[src/rtl/ovl_pkg.sv]
package ovl_pkg;
  // default brightness table: entry i = 16*i, entry at bits [8i+7:8i]
  localparam logic [127:0] DEF_BRIGHT_TBL = 128'hF0E0D0C0B0A090807060504030201000;

  // weighted mix of one channel, weight taken from the framebuffer
  function automatic logic [7:0] mix8(input logic [7:0] wt,
                                      input logic [7:0] fbc,
                                      input logic [7:0] ovc);
    logic [15:0] acc;
    acc = 16'(8'hFF - wt) * 16'(ovc) + 16'(wt) * 16'(fbc);
    return acc[15:8];
  endfunction

  // brightness scale of one channel
  function automatic logic [7:0] dim8(input logic [7:0] k,
                                      input logic [7:0] c);
    logic [15:0] p;
    p = 16'(k) * 16'(c);
    return p[15:8];
  endfunction
endpackage

[src/rtl/ovl_win_sel.sv]
module ovl_win_sel #(
  parameter int ROW_W      = 11,
  parameter int COL_W      = 11,
  parameter int ADDR_W     = 24,
  parameter int NUM_WIN    = 2,
  parameter int WIN_STRIDE = 32'h0040_0000
) (
  input  logic [ROW_W-1:0]         row,
  input  logic [COL_W-1:0]         col,
  input  logic [NUM_WIN-1:0]       en,
  input  logic [NUM_WIN*ROW_W-1:0] top,
  input  logic [NUM_WIN*COL_W-1:0] left,
  input  logic [NUM_WIN*COL_W-1:0] width,
  input  logic [NUM_WIN*ROW_W-1:0] height,
  output logic                     hit,
  output logic [ADDR_W-1:0]        addr
);
  localparam int LIN_W = ROW_W + COL_W + 1;

  logic [NUM_WIN-1:0] hit_w;
  logic [ADDR_W-1:0]  addr_w [NUM_WIN];

  for (genvar w = 0; w < NUM_WIN; w++) begin : g_win
    localparam logic [ADDR_W-1:0] BASE = ADDR_W'(w * WIN_STRIDE);
    logic [ROW_W-1:0] t, h, rel_r;
    logic [COL_W-1:0] l, wd, rel_c;
    logic [ROW_W:0]   r_end;
    logic [COL_W:0]   c_end;
    logic [LIN_W-1:0] lin;
    assign t     = top[w*ROW_W +: ROW_W];
    assign h     = height[w*ROW_W +: ROW_W];
    assign l     = left[w*COL_W +: COL_W];
    assign wd    = width[w*COL_W +: COL_W];
    assign r_end = {1'b0, t} + {1'b0, h};
    assign c_end = {1'b0, l} + {1'b0, wd};
    assign hit_w[w] = en[w] && (row >= t) && ({1'b0, row} < r_end)
                            && (col >= l) && ({1'b0, col} < c_end);
    assign rel_r = row - t;
    assign rel_c = col - l;
    assign lin   = LIN_W'(rel_r) * LIN_W'(wd) + LIN_W'(rel_c);
    assign addr_w[w] = BASE + ADDR_W'({lin, 2'b00});
  end

  // later windows are evaluated after earlier ones and replace them
  always_comb begin
    hit  = 1'b0;
    addr = '0;
    for (int i = 0; i < NUM_WIN; i++) begin
      if (hit_w[i]) begin
        hit  = 1'b1;
        addr = addr_w[i];
      end
    end
  end
endmodule

[src/rtl/ovl_mix.sv]
module ovl_mix import ovl_pkg::*; (
  input  logic [31:0] fb,
  input  logic [23:0] ov,
  input  logic        hit,
  output logic [23:0] rgb
);
  for (genvar ch = 0; ch < 3; ch++) begin : g_ch
    assign rgb[8*ch +: 8] = hit ? mix8(fb[31:24], fb[8*ch +: 8], ov[8*ch +: 8])
                                : fb[8*ch +: 8];
  end
endmodule

[src/rtl/ovl_dim.sv]
module ovl_dim import ovl_pkg::*; #(
  parameter int LVL_W = 4,
  parameter logic [8*(2**LVL_W)-1:0] BRIGHT_TBL = DEF_BRIGHT_TBL
) (
  input  logic [LVL_W-1:0] level,
  input  logic [23:0]      rgb_in,
  output logic [23:0]      rgb_out
);
  localparam logic [LVL_W-1:0] MAX_LVL = {LVL_W{1'b1}};

  logic [7:0] k;
  assign k = BRIGHT_TBL[8*level +: 8];

  for (genvar ch = 0; ch < 3; ch++) begin : g_ch
    assign rgb_out[8*ch +: 8] = (level == MAX_LVL) ? rgb_in[8*ch +: 8]
                                                   : dim8(k, rgb_in[8*ch +: 8]);
  end
endmodule

[src/rtl/ovl_blend_dim.sv]
module ovl_blend_dim import ovl_pkg::*; #(
  parameter int ROW_W      = 11,
  parameter int COL_W      = 11,
  parameter int ADDR_W     = 24,
  parameter int NUM_WIN    = 2,
  parameter int WIN_STRIDE = 32'h0040_0000,
  parameter int LVL_W      = 4,
  parameter logic [8*(2**LVL_W)-1:0] BRIGHT_TBL = DEF_BRIGHT_TBL
) (
  input  logic                     clk,
  input  logic                     rst,
  input  logic                     frame_start,
  input  logic [NUM_WIN-1:0]       win_en,
  input  logic [NUM_WIN*ROW_W-1:0] win_top,
  input  logic [NUM_WIN*COL_W-1:0] win_left,
  input  logic [NUM_WIN*COL_W-1:0] win_width,
  input  logic [NUM_WIN*ROW_W-1:0] win_height,
  input  logic [LVL_W-1:0]         dim_level,
  input  logic                     in_valid,
  output logic                     in_ready,
  input  logic [31:0]              in_pixel,
  input  logic [ROW_W-1:0]         in_row,
  input  logic [COL_W-1:0]         in_col,
  output logic                     ovl_rd_en,
  output logic [ADDR_W-1:0]        ovl_rd_addr,
  input  logic [23:0]              ovl_rd_data,
  output logic                     out_valid,
  input  logic                     out_ready,
  output logic [23:0]              out_rgb
);
  // shadow copies of the window settings, loaded at frame start
  logic [NUM_WIN-1:0]       win_en_q;
  logic [NUM_WIN*ROW_W-1:0] win_top_q, win_height_q;
  logic [NUM_WIN*COL_W-1:0] win_left_q, win_width_q;

  always_ff @(posedge clk) begin
    if (rst) begin
      win_en_q     <= '0;
      win_top_q    <= '0;
      win_height_q <= '0;
      win_left_q   <= '0;
      win_width_q  <= '0;
    end else if (frame_start) begin
      win_en_q     <= win_en;
      win_top_q    <= win_top;
      win_height_q <= win_height;
      win_left_q   <= win_left;
      win_width_q  <= win_width;
    end
  end

  // whole pipeline moves together; stalls only when the output is blocked
  logic advance;
  assign advance  = !out_valid || out_ready;
  assign in_ready = advance;

  logic              sel_hit;
  logic [ADDR_W-1:0] sel_addr;

  ovl_win_sel #(
    .ROW_W(ROW_W), .COL_W(COL_W), .ADDR_W(ADDR_W),
    .NUM_WIN(NUM_WIN), .WIN_STRIDE(WIN_STRIDE)
  ) u_sel (
    .row(in_row), .col(in_col), .en(win_en_q),
    .top(win_top_q), .left(win_left_q),
    .width(win_width_q), .height(win_height_q),
    .hit(sel_hit), .addr(sel_addr)
  );

  assign ovl_rd_en   = advance && in_valid && sel_hit;
  assign ovl_rd_addr = sel_addr;

  // stage 1: pixel waits for overlay data; stage 2: mixed colour
  logic        v1_q, v2_q, hit1_q;
  logic [31:0] px1_q;
  logic [23:0] rgb2_q, mix_rgb, dim_rgb;

  ovl_mix u_mix (.fb(px1_q), .ov(ovl_rd_data), .hit(hit1_q), .rgb(mix_rgb));

  ovl_dim #(.LVL_W(LVL_W), .BRIGHT_TBL(BRIGHT_TBL)) u_dim (
    .level(dim_level), .rgb_in(rgb2_q), .rgb_out(dim_rgb)
  );

  always_ff @(posedge clk) begin
    if (rst) begin
      v1_q      <= 1'b0;
      v2_q      <= 1'b0;
      out_valid <= 1'b0;
    end else if (advance) begin
      v1_q      <= in_valid;
      v2_q      <= v1_q;
      out_valid <= v2_q;
    end
  end

  always_ff @(posedge clk) begin
    if (advance) begin
      px1_q   <= in_pixel;
      hit1_q  <= in_valid && sel_hit;
      rgb2_q  <= mix_rgb;
      out_rgb <= dim_rgb;
    end
  end
endmodule

[config.mk]
export PLATFORM = sky130hd
export DESIGN_NAME = ovl_blend_dim
export DESIGN_NICKNAME = d
export VERILOG_FILES = /design/src/rtl/ovl_pkg.sv /design/src/rtl/ovl_win_sel.sv /design/src/rtl/ovl_mix.sv /design/src/rtl/ovl_dim.sv /design/src/rtl/ovl_blend_dim.sv
export SDC_FILE = /design/constraint.sdc
export NUM_CORES = 2
export LEC_CHECK = 0
export BUFFER_PORTS_ARGS = -buffer_cell sky130_fd_sc_hd__buf_2
export CAP_MARGIN = 10
export CORE_ASPECT_RATIO = 0.75
export CORE_MARGIN = 2
export CORE_UTILIZATION = 62
export CTS_CLUSTER_SIZE = 16
export DETAILED_ROUTE_END_ITERATION = 12
export GPL_TIMING_DRIVEN = 0
export PLACE_DENSITY = 0.91
export RECOVER_POWER = 100
export SYNTH_ARGS = -nofsm -noshare
export SYNTH_HDL_FRONTEND = slang
export SYNTH_SLANG_ARGS = --single-unit
[constraint.sdc]
create_clock -name clk -period 20.2 [get_ports clk]
set_input_delay 2.02 -clock clk [delete_from_list [all_inputs] [get_ports clk]]
set_output_delay 2.02 -clock clk [all_outputs]
set_load 0.05 [all_outputs]
==> impl_metrics.json <==
{
  "timing.critical_path.max_delay_family": "adder cells",
  "num-fill-cells": 4201,
  "violated_checks": "max-capacitance violations, max-slew violations",
  "placement_rows": 75,
  "cts_tree": "done",
  "number_of_distinct_library_cell_variants_in_the_gate_level_netlist_after_synthesis": 70,
  "worst_setup_hold_path_clk_slew_ns": 0.07,
  "cp_data_required_time_ns": 18.18,
  "synth_seq_area_share_pct": 12.1,
  "power-per-cell-area_nw_per_um2": 119,
  "postRouteWirelength_um": 98200,
  "critical_path.max_stage_delay_ns": 0.56,
  "worst_skew_pair.late_latency_ns": 0.50,
  "ctsResizeCount": 0,
  "rsz_0062_raised_after_global_routing": "no",
  "yosysTopAreaCell": "sky130_fd_sc_hd__fa_1",
  "port-buffer-count": 223,
  "post_synth_xor_area_fraction_pct": 3.16,
  "drt-wirelength-per-cell_um": 20.0,
  "final-hold-violation-count": 0,
  "die_w_um": 280,
  "final.setup_skew_ns": 0.0165,
  "worst-slew-pin-transition_ns": 3.82,
  "final.min_clock_period_ns": 12.22,
  "layout.nets": 5372,
  "worst_ir_drop_vdd_v": 0.000145,
  "crit_type": "input port to output pin",
  "antenna_found_initial": 15,
  "path_max_fanout": 10,
  "dominant_combinational_cell_family_by_area_after_synthesis": "adder cells",
  "synth_area_leaders": "sky130_fd_sc_hd__fa_1, sky130_fd_sc_hd__ha_1, sky130_fd_sc_hd__inv_1",
  "reg2reg_to": "rgb2_q[5]",
  "r2r_setup_slack_ns": 12.96,
  "pin_count": 228,
  "power_uw": 4530,
  "synth_area_um2": 35500,
  "min_delay_worst_endpoint": "v2_q",
  "setup_tns_ns": 0,
  "die_area_um2": 59200,
  "synth_enable_flop_cells": 81,
  "vias": 28439,
  "synth_warnings": 0,
  "drive_gt1_share_pct": 5.44,
  "postRouteAntennaNets": 0,
  "synth_area_in_simple_gates_pct": 16.8,
  "crit_path_end_kind": "output pin",
  "power_leakage_uw": 0.0194,
  "max_cap_violations": 2,
  "area_growth_from_synthesis_to_layout_pct": 7.22,
  "synth-seq-cells": 174,
  "chipHeight_um": 211,
  "area.sequential_um2": 4290,
  "holdBufCountCts": 0,
  "slew_headroom_pct": -154,
  "asyncSetResetFlopFracSynth_pct": 0,
  "critical-path-slowest-cell": "sky130_fd_sc_hd__fa_1",
  "cts_inserted_buffers": 17,
  "crit_path_start_kind": "input port",
  "maxClockFrequency_mhz": 81.9,
  "hold_path.startpoint": "v2_q",
  "hpwl_um": 81200,
  "first_global_vias": 29316,
  "drt_pre_antenna_iters": 7,
  "period_share_pct": 60.5,
  "initialDrtViolationCount": 2598,
  "synthDominantCellAreaShare_pct": 28.8,
  "detail_route.drc_violations": 0,
  "grt_first_pass_wirelength_um": 156000,
  "total_area_of_multi_input_combinational_cells_um2": 27700,
  "finalHoldWorstSlack_ns": 0.465,
  "grt_max_degree": 66,
  "data_arrival_time_of_the_critical_path_ns": 10.20,
  "postCtsSetupBuffers": 0,
  "crit_buf_inv": 8,
  "clk_path_buf_depth": 2,
  "setup_viol": 0,
  "initial_core_util_pct": 63.1,
  "synth_cells": 3918,
  "core_um2": 56200,
  "hold_class": "flip-flop to flip-flop",
  "synth_adder_area_share_pct": 47.2,
  "avgSynthCellArea_um2": 9.05,
  "hold_path_stages": 2,
  "detail_route.vias_per_cell": 5.78,
  "slew_violations": 77,
  "worstReg2RegStart": "px1_q[27]",
  "gr-usage-all-layers_pct": 34.3,
  "synth_compound_area_share_pct": 7.88,
  "clk_root_buffer_cell": "sky130_fd_sc_hd__clkbuf_16",
  "path_common_cell": "sky130_fd_sc_hd__fa_1",
  "predominant_post_synthesis_flop_cell": "sky130_fd_sc_hd__dfxtp_1",
  "outcome": "complete, but fails checks",
  "rr_worst_depth": 17,
  "cts_sinks": 174,
  "post_synth_mux_area_share_pct": 3.11,
  "gpl.final_weighted_congestion": 0.992,
  "h-tree-depth": 4,
  "gr-total-overflow": 0
}
==> logic make-up after synthesis <==
group	after synthesis
AOI/OAI and AO/OA	415
xor gates and xnor gates	128
adders and majority gates	1033
buffers and inverters	906
DFF	174
muxes	109
other	1
and+or+nand+nor	1152
==> flip-flops by register name (all words and copies together) (netlist names) <==
name / count
px1_q: 32
win_top_q: 22
win_width_q: 22
out_valid: 1
v1_q: 1
v2_q: 1
win_en_q: 2
hit1_q: 1
win_left_q: 22
rgb2_q: 24
win_height_q: 22
out_rgb: 24
==> layout make-up <==
class	count	area share [%]
Antenna cell	12	0.0790
Clock inverter	12	0.336
Multi-Input combinational cell	2839	72.9
Tap cell	731	2.40
Clock buffer	20	1.20
Buffer	139	1.43
Inverter	767	7.57
Sequential cell	174	11.3
Timing Repair Buffer	224	2.74
==> worst register-to-register path, stage by stage (launching register included) <==
cell	delay, ns
sky130_fd_sc_hd__edfxtp_1	0.36
sky130_fd_sc_hd__clkbuf_1	0.72
sky130_fd_sc_hd__clkbuf_1	0.69
sky130_fd_sc_hd__nand2_1	0.19
sky130_fd_sc_hd__fa_1	0.58
sky130_fd_sc_hd__fa_1	0.45
sky130_fd_sc_hd__fa_1	0.55
sky130_fd_sc_hd__fa_1	0.44
sky130_fd_sc_hd__fa_1	0.49
sky130_fd_sc_hd__inv_1	0.05
sky130_fd_sc_hd__fa_1	0.43
sky130_fd_sc_hd__ha_1	0.34
sky130_fd_sc_hd__a21o_1	0.18
sky130_fd_sc_hd__a31oi_1	0.35
sky130_fd_sc_hd__o21ai_0	0.24
sky130_fd_sc_hd__o21a_1	0.24
sky130_fd_sc_hd__or3_1	0.30
sky130_fd_sc_hd__a31o_1	0.34
==> power breakdown <==
part           switching (µW)  total, µW  internal, µW
clock                     165        344           179
combinational            2160       3670          1510
sequential               58.7        515           456
total                    2380       4530          2150
==> layout by cell type (no fill, tap or decap), types with 17 or more instances in the layout <==
cell type	n
sky130_fd_sc_hd__nand2_1	295
sky130_fd_sc_hd__nor3_1	32
sky130_fd_sc_hd__mux2i_1	98
sky130_fd_sc_hd__a31oi_1	18
sky130_fd_sc_hd__nand2b_1	130
sky130_fd_sc_hd__nor2b_1	130
sky130_fd_sc_hd__edfxtp_1	81
sky130_fd_sc_hd__fa_1	510
sky130_fd_sc_hd__o31ai_1	21
sky130_fd_sc_hd__nand3_1	49
sky130_fd_sc_hd__inv_1	766
sky130_fd_sc_hd__buf_2	163
sky130_fd_sc_hd__o21ai_0	67
sky130_fd_sc_hd__o21bai_1	20
sky130_fd_sc_hd__dfxtp_1	93
sky130_fd_sc_hd__o21a_1	32
sky130_fd_sc_hd__xor2_1	52
sky130_fd_sc_hd__nor2_1	185
sky130_fd_sc_hd__ha_1	523
sky130_fd_sc_hd__clkbuf_16	17
sky130_fd_sc_hd__a21o_1	57
sky130_fd_sc_hd__xnor2_1	76
sky130_fd_sc_hd__and2_1	270
sky130_fd_sc_hd__a21oi_1	104
sky130_fd_sc_hd__clkbuf_1	183
==> layer usage <==
layer / vias up / GRT usage (%) / routed length [µm] / part of all wire, %
li1: 12879 / - / - / -
met3: 279 / 10.7 / 13100 / 13
met5: - / 0 / 46 / 0.047
met4: 8 / 11.6 / 3360 / 3.4
met2: 1553 / 50.7 / 40900 / 42
met1: 13720 / 47.8 / 40800 / 42
==> Yosys cell counts (10+ instances only) <==
cell / instances
sky130_fd_sc_hd__and3_1: 10
sky130_fd_sc_hd__a21o_1: 57
sky130_fd_sc_hd__nand2_1: 295
sky130_fd_sc_hd__a31oi_1: 18
sky130_fd_sc_hd__nand4_1: 14
sky130_fd_sc_hd__o21bai_1: 20
sky130_fd_sc_hd__mux2_2: 11
sky130_fd_sc_hd__o211ai_1: 16
sky130_fd_sc_hd__nor3_1: 32
sky130_fd_sc_hd__clkbuf_1: 114
sky130_fd_sc_hd__o21ai_0: 64
sky130_fd_sc_hd__xnor2_1: 76
sky130_fd_sc_hd__a211oi_1: 10
sky130_fd_sc_hd__mux2i_1: 98
sky130_fd_sc_hd__dfxtp_1: 93
sky130_fd_sc_hd__xor2_1: 52
sky130_fd_sc_hd__nand2b_1: 130
sky130_fd_sc_hd__fa_1: 510
sky130_fd_sc_hd__inv_1: 767
sky130_fd_sc_hd__buf_1: 20
sky130_fd_sc_hd__edfxtp_1: 81
sky130_fd_sc_hd__ha_1: 523
sky130_fd_sc_hd__o21a_1: 32
sky130_fd_sc_hd__o31ai_1: 21
sky130_fd_sc_hd__and2_1: 273
sky130_fd_sc_hd__a21oi_1: 104
sky130_fd_sc_hd__nor2_1: 185
sky130_fd_sc_hd__nor2b_1: 130
sky130_fd_sc_hd__nand3_1: 49
==> how the worst max path moves through the flow <==
| stage | to | slack, ns | from | cells after the start |
|---|---|---|---|---|
| after global routing | ovl_rd_addr[23] | 7.39 | in_row[0] | 32 |
| after global placement | ovl_rd_addr[23] | 8.40 | in_row[0] | 32 |
| after CTS | ovl_rd_addr[23] | 8.32 | in_row[0] | 32 |
| after detailed placement | ovl_rd_addr[23] | 8.33 | in_row[0] | 32 |
| after floorplan | ovl_rd_addr[23] | 9.08 | in_row[0] | 30 |
| final | ovl_rd_addr[23] | 7.98 | in_row[0] | 32 |
==> stage by stage <==
stage	area, µm²	util (%)	cells	setup WS [ns]
finish	38000	67.7	4918	7.98
global placement	37500	66.7	4873	8.40
CTS	38100	67.8	4906	8.32
detailed placement	37500	66.8	4874	8.33
global route	38000	67.6	4911	7.39
floorplan	35500	-	3919	9.08
Note: power is estimated with default switching activity, not from simulation.
